==> config.mk <==
export PLATFORM = sky130hd
export DESIGN_NAME = irqc_top
export DESIGN_NICKNAME = d
export VERILOG_FILES = /design/src/rtl/irqc_pkg.sv /design/src/rtl/irqc_sync.sv /design/src/rtl/irqc_detect.sv /design/src/rtl/irqc_regs.sv /design/src/rtl/irqc_top.sv
export SDC_FILE = /design/constraint.sdc
export NUM_CORES = 1
export LEC_CHECK = 0
export CAP_MARGIN = 10
export CORE_MARGIN = 1
export CORE_UTILIZATION = 52
export DETAILED_ROUTE_END_ITERATION = 12
export DONT_BUFFER_PORTS = 1
export PLACE_DENSITY = 0.7
export SETUP_SLACK_MARGIN = 0.1
export SLEW_MARGIN = 20
export SYNTH_ARGS = -nofsm -noshare
export SYNTH_HDL_FRONTEND = slang
export SYNTH_SLANG_ARGS = --single-unit
==> constraint.sdc <==
create_clock -name clk -period 1.29 [get_ports clk]
set_input_delay 0.0645 -clock clk [delete_from_list [all_inputs] [get_ports clk]]
set_output_delay 0.0645 -clock clk [all_outputs]
set_load 0.02 [all_outputs]
==> src/rtl/irqc_pkg.sv <==
package irqc_pkg;
    localparam int NSRC   = 32;
    localparam int ADDR_W = 12;

    localparam logic [ADDR_W-1:0] OFS_RAW    = 12'h000;
    localparam logic [ADDR_W-1:0] OFS_ENABLE = 12'h004;
    localparam logic [ADDR_W-1:0] OFS_CLEAR  = 12'h008;
    localparam logic [ADDR_W-1:0] OFS_MODE   = 12'h00C;
    localparam logic [ADDR_W-1:0] OFS_POL    = 12'h010;
    localparam logic [ADDR_W-1:0] OFS_STATUS = 12'h014;

    // {mode, polarity} picks one of four trigger rules
    typedef enum logic [1:0] {
        TRG_LVL_HIGH  = 2'b00,
        TRG_LVL_LOW   = 2'b01,
        TRG_EDGE_RISE = 2'b10,
        TRG_EDGE_FALL = 2'b11
    } trig_kind_e;
endpackage

==> src/rtl/irqc_sync.sv <==
module irqc_sync #(
    parameter int WIDTH  = 32,
    parameter int STAGES = 2
) (
    input  logic             clk,
    input  logic             rst_n,
    input  logic [WIDTH-1:0] d_i,
    output logic [WIDTH-1:0] q_o
);
    logic [WIDTH-1:0] stage_q [STAGES];

    always_ff @(posedge clk or negedge rst_n) begin
        if (!rst_n) stage_q[0] <= '0;
        else        stage_q[0] <= d_i;
    end

    for (genvar s = 1; s < STAGES; s++) begin : g_stage
        always_ff @(posedge clk or negedge rst_n) begin
            if (!rst_n) stage_q[s] <= '0;
            else        stage_q[s] <= stage_q[s-1];
        end
    end

    assign q_o = stage_q[STAGES-1];
endmodule

==> src/rtl/irqc_detect.sv <==
module irqc_detect
    import irqc_pkg::*;
#(
    parameter int WIDTH = 32
) (
    input  logic             clk,
    input  logic             rst_n,
    input  logic [WIDTH-1:0] lvl_i,
    input  logic [WIDTH-1:0] mode_i,
    input  logic [WIDTH-1:0] pol_i,
    output logic [WIDTH-1:0] event_o
);
    logic [WIDTH-1:0] prev_q;

    always_ff @(posedge clk or negedge rst_n) begin
        if (!rst_n) prev_q <= '0;
        else        prev_q <= lvl_i;
    end

    for (genvar i = 0; i < WIDTH; i++) begin : g_src
        trig_kind_e kind;
        assign kind = trig_kind_e'({mode_i[i], pol_i[i]});

        always_comb begin
            unique case (kind)
                TRG_LVL_HIGH:  event_o[i] = lvl_i[i];
                TRG_LVL_LOW:   event_o[i] = ~lvl_i[i];
                TRG_EDGE_RISE: event_o[i] = lvl_i[i] & ~prev_q[i];
                TRG_EDGE_FALL: event_o[i] = ~lvl_i[i] & prev_q[i];
                default:       event_o[i] = 1'b0;
            endcase
        end
    end
endmodule

==> src/rtl/irqc_regs.sv <==
module irqc_regs
    import irqc_pkg::*;
#(
    parameter int WIDTH = 32,
    parameter int AW    = 12
) (
    input  logic             clk,
    input  logic             rst_n,
    input  logic             sel_i,
    input  logic             wr_i,
    input  logic [AW-1:0]    addr_i,
    input  logic [WIDTH-1:0] wdata_i,
    output logic [WIDTH-1:0] rdata_o,
    input  logic [WIDTH-1:0] event_i,
    output logic [WIDTH-1:0] pend_o,
    output logic [WIDTH-1:0] en_o,
    output logic [WIDTH-1:0] mode_o,
    output logic [WIDTH-1:0] pol_o
);
    localparam logic [AW-1:0] WORD_MASK = ~AW'(3);

    logic [AW-1:0]    word_addr;
    logic             wr_en, wr_mode, wr_pol, wr_clr;
    logic [WIDTH-1:0] clr_bits;

    assign word_addr = addr_i & WORD_MASK;
    assign wr_en   = sel_i & wr_i & (word_addr == OFS_ENABLE);
    assign wr_clr  = sel_i & wr_i & (word_addr == OFS_CLEAR);
    assign wr_mode = sel_i & wr_i & (word_addr == OFS_MODE);
    assign wr_pol  = sel_i & wr_i & (word_addr == OFS_POL);
    assign clr_bits = wr_clr ? wdata_i : '0;

    always_ff @(posedge clk or negedge rst_n) begin
        if (!rst_n) begin
            en_o   <= '0;
            mode_o <= '0;
            pol_o  <= '1;
            pend_o <= '0;
        end else begin
            if (wr_en)   en_o   <= wdata_i;
            if (wr_mode) mode_o <= wdata_i;
            if (wr_pol)  pol_o  <= wdata_i;
            // a new event outranks a clear on the same bit
            pend_o <= (pend_o & ~clr_bits) | event_i;
        end
    end

    always_comb begin
        rdata_o = '0;
        if (sel_i && !wr_i) begin
            unique case (word_addr)
                OFS_RAW:    rdata_o = pend_o;
                OFS_ENABLE: rdata_o = en_o;
                OFS_MODE:   rdata_o = mode_o;
                OFS_POL:    rdata_o = pol_o;
                OFS_STATUS: rdata_o = pend_o & en_o;
                default:    rdata_o = '0;
            endcase
        end
    end
endmodule

==> src/rtl/irqc_top.sv <==
module irqc_top
    import irqc_pkg::*;
#(
    parameter int NUM_SRC   = NSRC,
    parameter int BUS_AW    = ADDR_W,
    parameter int SYNC_STGS = 2
) (
    input  logic                clk,
    input  logic                rst_n,
    input  logic [NUM_SRC-1:0]  req_i,
    input  logic                bus_sel,
    input  logic                bus_wr,
    input  logic [BUS_AW-1:0]   bus_addr,
    input  logic [NUM_SRC-1:0]  bus_wdata,
    output logic [NUM_SRC-1:0]  bus_rdata,
    output logic                irq_o
);
    logic [NUM_SRC-1:0] req_sync, src_event, pend_q, en_q, mode_q, pol_q;

    irqc_sync #(.WIDTH(NUM_SRC), .STAGES(SYNC_STGS)) u_sync (
        .clk(clk), .rst_n(rst_n), .d_i(req_i), .q_o(req_sync)
    );

    irqc_detect #(.WIDTH(NUM_SRC)) u_detect (
        .clk(clk), .rst_n(rst_n), .lvl_i(req_sync),
        .mode_i(mode_q), .pol_i(pol_q), .event_o(src_event)
    );

    irqc_regs #(.WIDTH(NUM_SRC), .AW(BUS_AW)) u_regs (
        .clk(clk), .rst_n(rst_n),
        .sel_i(bus_sel), .wr_i(bus_wr), .addr_i(bus_addr),
        .wdata_i(bus_wdata), .rdata_o(bus_rdata),
        .event_i(src_event), .pend_o(pend_q), .en_o(en_q),
        .mode_o(mode_q), .pol_o(pol_q)
    );

    always_ff @(posedge clk or negedge rst_n) begin
        if (!rst_n) irq_o <= 1'b0;
        else        irq_o <= |(pend_q & en_q);
    end
endmodule

Word level (Yosys, flattened, before mapping):

Cells that the tools add are included.

* equality and inequality tests: 101
* multiplexer cells: 35
* bitwise gates (word level): 137
* reduce and logical (&&, ||, !) cells: 36

Operators with widths (count)
* $pmux W32 S5: 1
* $eq A2 B2 Y1 const B: 64
* $pmux W1 S4: 32
* $and A1 B1 Y1: 69
* $and A32 B32 Y32: 2
* $eq A2 B1 Y1 const B: 32
* $logic_not A2 Y1: 32
* $mux W32: 2
* $not A1 Y1: 64
* $not A32 Y32: 1
* $or A32 B32 Y32: 1
* $reduce_or A32 Y1: 1
* $eq A10 B2 Y1 const B: 2
* $eq A10 B3 Y1 const B: 2
* $logic_not A12 Y1: 1
* $eq A10 B1 Y1 const B: 1
* $logic_and A1 B1 Y1: 1
* $logic_not A1 Y1: 1

* register bits after elaboration: 225
* input port bits: 80
* output and inout port bits: 33
* word-level logic and storage cells: 317

Logic depth before layout (Yosys ltp):

* word-level depth: 6
* depth in mapped cells: 6
* mapped depth without buffers: 4

Cells and area by module:

Synthesis repeated with hierarchy kept, for this count alone.

* cells, all modules: 889
* area total of the unflattened synthesis: 10979.3 um^2

By module, submodules not included
* irqc_regs: times used 1, cells each 612, area an instance 7054.3 um^2, seq. area each 3243.1 um^2
* irqc_detect: times used 1, cells each 159, area an instance 1900.6 um^2, seq. area each 800.8 um^2
* irqc_sync: times used 1, cells each 96, area an instance 1841.8 um^2, seq. area each 1601.5 um^2
* irqc_top: times used 1, cells each 22, area an instance 182.7 um^2, seq. area each 25.0 um^2

Least setup slack after synthesis:

Ideal clock, no wire load.

* path kind: input to output
* from: input bus_addr[9]
* to: output bus_rdata[13]
* data arrival time: 1.608 ns
* required time: 1.226 ns
* setup slack: -0.382 ns
* stages: 5
* path buffers: 1
* cell sequence: or4_4 nor2_2 clkbuf_1 nand2_1 a31oi_1

* longest elaborated chain between the ends: 3
* elaborated cells on any way between the ends: 7
* classes of those cells: 4 x eq/ne; 2 x mux; 1 x reduce/logical

Ends and longest elaborated chain
* start, declared: RTL line irqc_top.sv:13 `input logic [BUS_AW-1:0] bus_addr,`
* $eq A10 B3 Y1 (tied with other cells): RTL line irqc_regs.sv:51 `unique case (word_addr)`
* $pmux W32 S5 (*): RTL line irqc_regs.sv:51
* $mux W32 (*): RTL line irqc_regs.sv:50 `if (sel_i && !wr_i) begin`
* end, declared: RTL line irqc_top.sv:15 `output logic [NUM_SRC-1:0] bus_rdata,`

Mark *: on every way between the ends. The rest lies on a longest branch, timed or not.

Final worst setup path:

* from: register u_regs.pend_o[28]
* to: output bus_rdata[28]

* longest elaborated chain between the ends: 3

Ends and longest elaborated chain
* start, declared: RTL line irqc_regs.sv:15 `output logic [WIDTH-1:0] pend_o,`
* start signal, assigned: RTL line irqc_regs.sv:44 `pend_o <= (pend_o & ~clr_bits) | event_i;`
* $and A32 B32 Y32: RTL line irqc_regs.sv:56 `OFS_STATUS: rdata_o = pend_o & en_o;`
* $pmux W32 S5 (*): RTL line irqc_regs.sv:51
* $mux W32 (*): RTL line irqc_regs.sv:50

Marked as above.

==> results by stage <==
Run status:
- The run finished, with violations left.
- The final reports fail on negative hold slack, negative setup slack.

Worst setup path:
- The worst path arrival time is 1.97 ns.
- In this design, the stage delay of the slowest critical-path cell is 0.67 ns.
- At the worst endpoint, the required time is roughly 1.2 ns.
- The worst register-to-register path ends at irq_o.
- STA classifies the critical path startpoint as a register.
- The startpoint identified for the worst register-to-register timing path is u_regs.en_o[14].
- The type of the setup path with the least slack is reg2out.
- The signal on the critical path passes through a22o_1, a222oi_1, nor2_2.
- Setup slack on the worst reg-to-reg path comes out at -0.32 ns.
- In this design, the largest share of critical-path delay is due to compound AO/OA/AOI/OAI gates.
- For this design, the slowest cell found on the critical path is sky130_fd_sc_hd__a222oi_1.
- The top fanout value on the critical path is 3.
- The worst setup path is captured at a primary output.
- The worst register-to-register path has a depth of 3.
- Together, buffers and inverters on the worst path number 0.

GRT:
- The largest net degree at the start of global routing is around 230.
- The number of global-route vias before repair came to 7,786.
- The first global-routing pass estimated 40,700 um of wire.
- The number of antenna violations at the first check in global routing is 0.
- The global-route congestion overflow total is 0.
- The overall routing resource usage is ~28%.

Synth:
- The post-synthesis instance area is between 9000 and 10,000 sq um.
- The fraction of registers with async set or reset after synthesis is 100%.
- Synthesis inferred 225 register bits.
- The post-synthesis average cell area is 12.2 sq um.
- In the synthesized netlist the dominant register cell turns out to be sky130_fd_sc_hd__dfrtp_1.
- The number of warning messages in the yosys log is 0.
- The total nets after synthesis is 868.
- Yosys mapped a number of flops with a built-in enable equal to 0.
- Of the synthesized area, sequential elements account for between 50 and 60%.
- The netlist uses 40 different library cells.
- The number of standard cells after synthesis is 788.

Routing:
- The violation count after the first detailed-route iteration is 621.
- The number of routed nets with antenna violations is 0.
- Wires add up to between 20,000 and 30,000 um.
- After detailed routing, the number of vias per cell comes to 6.13.
- Before antenna repair, the detailed router went through 9 iterations.
- The average wire per standard cell is 22.0 um.
- The number of remaining DRC errors is 0.
- Summing over every cut layer, the via total after detailed routing is 7,445.

Clocking:
- Clock-pin slew was measured on the worst setup and hold paths at 0.06 ns.
- The TritonCTS clock tree is done.
- Hold repair after CTS inserted 67 buffers.
- The tree built by TritonCTS fans out to 225 sinks.
- The clock latency on the worst-skew pair is 0.52 ns.
- The clock tree buffer depth is 3.
- The clock root buffer master is sky130_fd_sc_hd__clkbuf_16.
- CTS built an H-tree with a depth of 1.
- The CTS buffer count is 25.

Power:
- In this run the power density over the cells is 1160 nW/um^2.
- The maximum vdd drop is 0.00123 V.
- The reported leakage power is about 5.4 nW.

Layout:
- For this run, the post-layout net count is 1,046.
- Of the cells placed in the final design, the portion with a size suffix greater than 1 is 35.8%.
- The number of filler instances in the final layout is 1,226.
- The area growth from synthesis to layout is 36.6%.
- After routing the design area is 13,100 sq um.
- The repair_antennas step left the layout with diodes totalling 0.
- The final core utilization is 72.6%.

Timing:
- After routing, the total negative slack on setup checks comes to -13.28 ns.
- The number of hold violations in the final report is approximately 230.
- Once routing completed, OpenROAD measured the worst setup slack at -0.743 ns.
- The total count of max-transition violations in the final report is 0.
- The clock tree skew after final layout is 0.0118 ns.
- Setup repair after global routing could not meet its margin everywhere.
- The period utilization is 158%.
- The smallest hold slack is -0.761 ns.
- For this run, the top clock speed supported by timing is 492 MHz.
- Setup violations remaining at the end of the flow were counted as 37.
- For the finished layout, the period the worst path requires is 2.03 ns.
- The worst pin sits at a relative slew slack of 52.0%.
- The actual transition at the worst max-transition pin is 0.720 ns.

Die:
- Measured along the y axis, the die boundary spans 138 um.
- In this run the horizontal extent of the chip is 138 um.
- The number of I/O pins is 113.
- The effective utilization at floorplan is 53.2%.
- The placeable core area is 18,000 sq um.
- The area enclosed by the die boundary is 19,000 sq um.
- The number of rows created at floorplan is 49.

Run:
- The max capacitance violation total is 0.

Placement:
- The setup slack after placement is -0.425 ns.
- Detailed placement ended at an HPWL of about 15,000 um.
- At the end of routability-driven placement, the weighted congestion stood at 0.883.
- Summing all placed instances gives a cell area of 10,800 sq um.
- The count of input and output buffers is 0.

Min path:
- The path class of the tightest hold or removal check is in2async.
==> power breakdown <==
part | internal, mW | switching, mW
registers | 7.26 | 0.121
clock network | 4.35 | 2.78
logic | 0.315 | 0.293
total | 11.9 | 3.20
==> how the worst max path moves through the flow <==
stage | startpoint | endpoint | slack (ns) | cells past startpoint
CTS | u_regs.pend_o[28] | bus_rdata[28] | -0.65 | 3
floorplan | bus_addr[6] | u_regs.pend_o[10] | -0.29 | 5
finish | u_regs.pend_o[28] | bus_rdata[28] | -0.74 | 3
detailed placement | bus_addr[6] | u_regs.pend_o[2] | -0.42 | 5
global placement | bus_addr[6] | u_regs.pend_o[12] | -0.38 | 5
global route | u_regs.pend_o[28] | bus_rdata[28] | -0.83 | 3
==> cell usage after synthesis (2+ instances only) <==
| master | count | share of area, % |
|---|---|---|
| sky130_fd_sc_hd__nor2b_1 | 30 | 2.0 |
| sky130_fd_sc_hd__a31oi_1 | 17 | 1.1 |
| sky130_fd_sc_hd__xnor2_1 | 3 | 0.27 |
| sky130_fd_sc_hd__and3_1 | 16 | 1.0 |
| sky130_fd_sc_hd__nor2_1 | 47 | 1.8 |
| sky130_fd_sc_hd__mux2_1 | 31 | 3.6 |
| sky130_fd_sc_hd__dfstp_2 | 32 | 8.8 |
| sky130_fd_sc_hd__dfrtp_1 | 193 | 50 |
| sky130_fd_sc_hd__buf_2 | 11 | 0.57 |
| sky130_fd_sc_hd__xor2_1 | 3 | 0.27 |
| sky130_fd_sc_hd__o2111ai_1 | 16 | 1.5 |
| sky130_fd_sc_hd__a22o_1 | 32 | 2.9 |
| sky130_fd_sc_hd__a22oi_1 | 16 | 1.3 |
| sky130_fd_sc_hd__a21o_1 | 3 | 0.24 |
| sky130_fd_sc_hd__or4_4 | 2 | 0.24 |
| sky130_fd_sc_hd__nand2_1 | 125 | 4.9 |
| sky130_fd_sc_hd__inv_1 | 2 | 0.078 |
| sky130_fd_sc_hd__a32o_1 | 16 | 1.7 |
| sky130_fd_sc_hd__a222oi_1 | 15 | 1.6 |
| sky130_fd_sc_hd__mux2_2 | 65 | 7.6 |
| sky130_fd_sc_hd__a21oi_1 | 3 | 0.16 |
| sky130_fd_sc_hd__nand4_1 | 6 | 0.39 |
| sky130_fd_sc_hd__a211o_1 | 29 | 2.7 |
| sky130_fd_sc_hd__clkbuf_1 | 30 | 1.2 |
| sky130_fd_sc_hd__nor3b_1 | 29 | 2.3 |
| sky130_fd_sc_hd__and2_1 | 2 | 0.13 |
==> area by class of cell <==
type	count	area, sq um	share of cell area (%)
Clock buffer	36	697	5.33
Clock inverter	10	129	0.985
Inverter	2	7.51	0.0574
Multi-Input combinational cell	519	4310	32.9
Sequential cell	225	5670	43.3
Tap cell	229	287	2.19
Timing Repair Buffer	193	1990	15.2
==> placed cells by master, fill, tap and decap left out, types with 11 or more instances in the layout <==
cell type / n
sky130_fd_sc_hd__nor2_2: 11
sky130_fd_sc_hd__and3_1: 15
sky130_fd_sc_hd__buf_4: 72
sky130_fd_sc_hd__a31oi_4: 16
sky130_fd_sc_hd__nor2_1: 31
sky130_fd_sc_hd__nor2b_1: 30
sky130_fd_sc_hd__a211o_1: 29
sky130_fd_sc_hd__mux2_1: 31
sky130_fd_sc_hd__buf_12: 12
sky130_fd_sc_hd__nor3b_1: 29
sky130_fd_sc_hd__o2111ai_2: 15
sky130_fd_sc_hd__clkbuf_16: 28
sky130_fd_sc_hd__mux2_2: 65
sky130_fd_sc_hd__dfrtp_1: 193
sky130_fd_sc_hd__a222oi_1: 15
sky130_fd_sc_hd__a22o_1: 32
sky130_fd_sc_hd__dfstp_2: 32
sky130_fd_sc_hd__nand2_2: 23
sky130_fd_sc_hd__a32o_1: 15
sky130_fd_sc_hd__buf_6: 37
sky130_fd_sc_hd__nand2_1: 102
sky130_fd_sc_hd__dlygate4sd3_1: 67
==> per-layer routing <==
| layer | wire length [um] | vias up | global-route usage [%] |
|---|---|---|---|
| li1 | - | 3266 | - |
| met1 | 10500 | 3839 | 33.0 |
| met2 | 13500 | 271 | 50.4 |
| met3 | 1880 | 69 | 5.81 |
| met4 | 810 | 0 | 12.0 |
| met5 | 0 | - | 0 |
==> cells by family after synthesis <==
logic type | after synthesis | share of synthesized area (%)
AOI/OAI and AO/OA | 148 | 13.1
xor gates and xnor gates | 6 | 0.549
buffers and inverters | 44 | 1.88
DFF | 225 | 59.2
muxes | 96 | 11.3
and+or+nand+nor | 269 | 14.0
==> stage by stage <==
stage	power, mW	hold slack (ns)	instances
6_report	15.1	-0.761	1214
5_1_grt	15.5	-0.772	1214
3_3_place_gp	7.83	-0.224	1056
4_1_cts	15.2	-0.774	1198
3_5_place_dp	7.85	-0.222	1056
2_1_floorplan	7.69	-0.231	788
==> sequential cells by signal (all words and copies together), names as in the netlist <==
name and cells:
irq_o 1, u_regs.pol_o 32, u_regs.mode_o 32, u_sync.q_o 32, u_regs.pend_o 32, u_sync.stage_q 32, u_detect.prev_q 32, u_regs.en_o 32
==> repair_timing <==
| action | in CTS | in global routing |
|---|---|---|
| gates cloned | 1 | 4 |
| endpoints found under the setup margin | 33 | 86 |
| setup buffers | 28 | 14 |
| pin swaps | 61 | 31 |
| resized for setup | 70 | 21 |
| endpoints found under the hold margin | 385 | 225 |
==> worst register-to-register path, delay by kind of cell (launching register included) <==
kind / cells / cell delay, ns
AO/OA/AOI/OAI: 1 / 0.27
flip-flops: 1 / 0.42
AND/OR/NAND/NOR: 2 / 0.78
No activity file was read; power rests on OpenSTA's default activity.
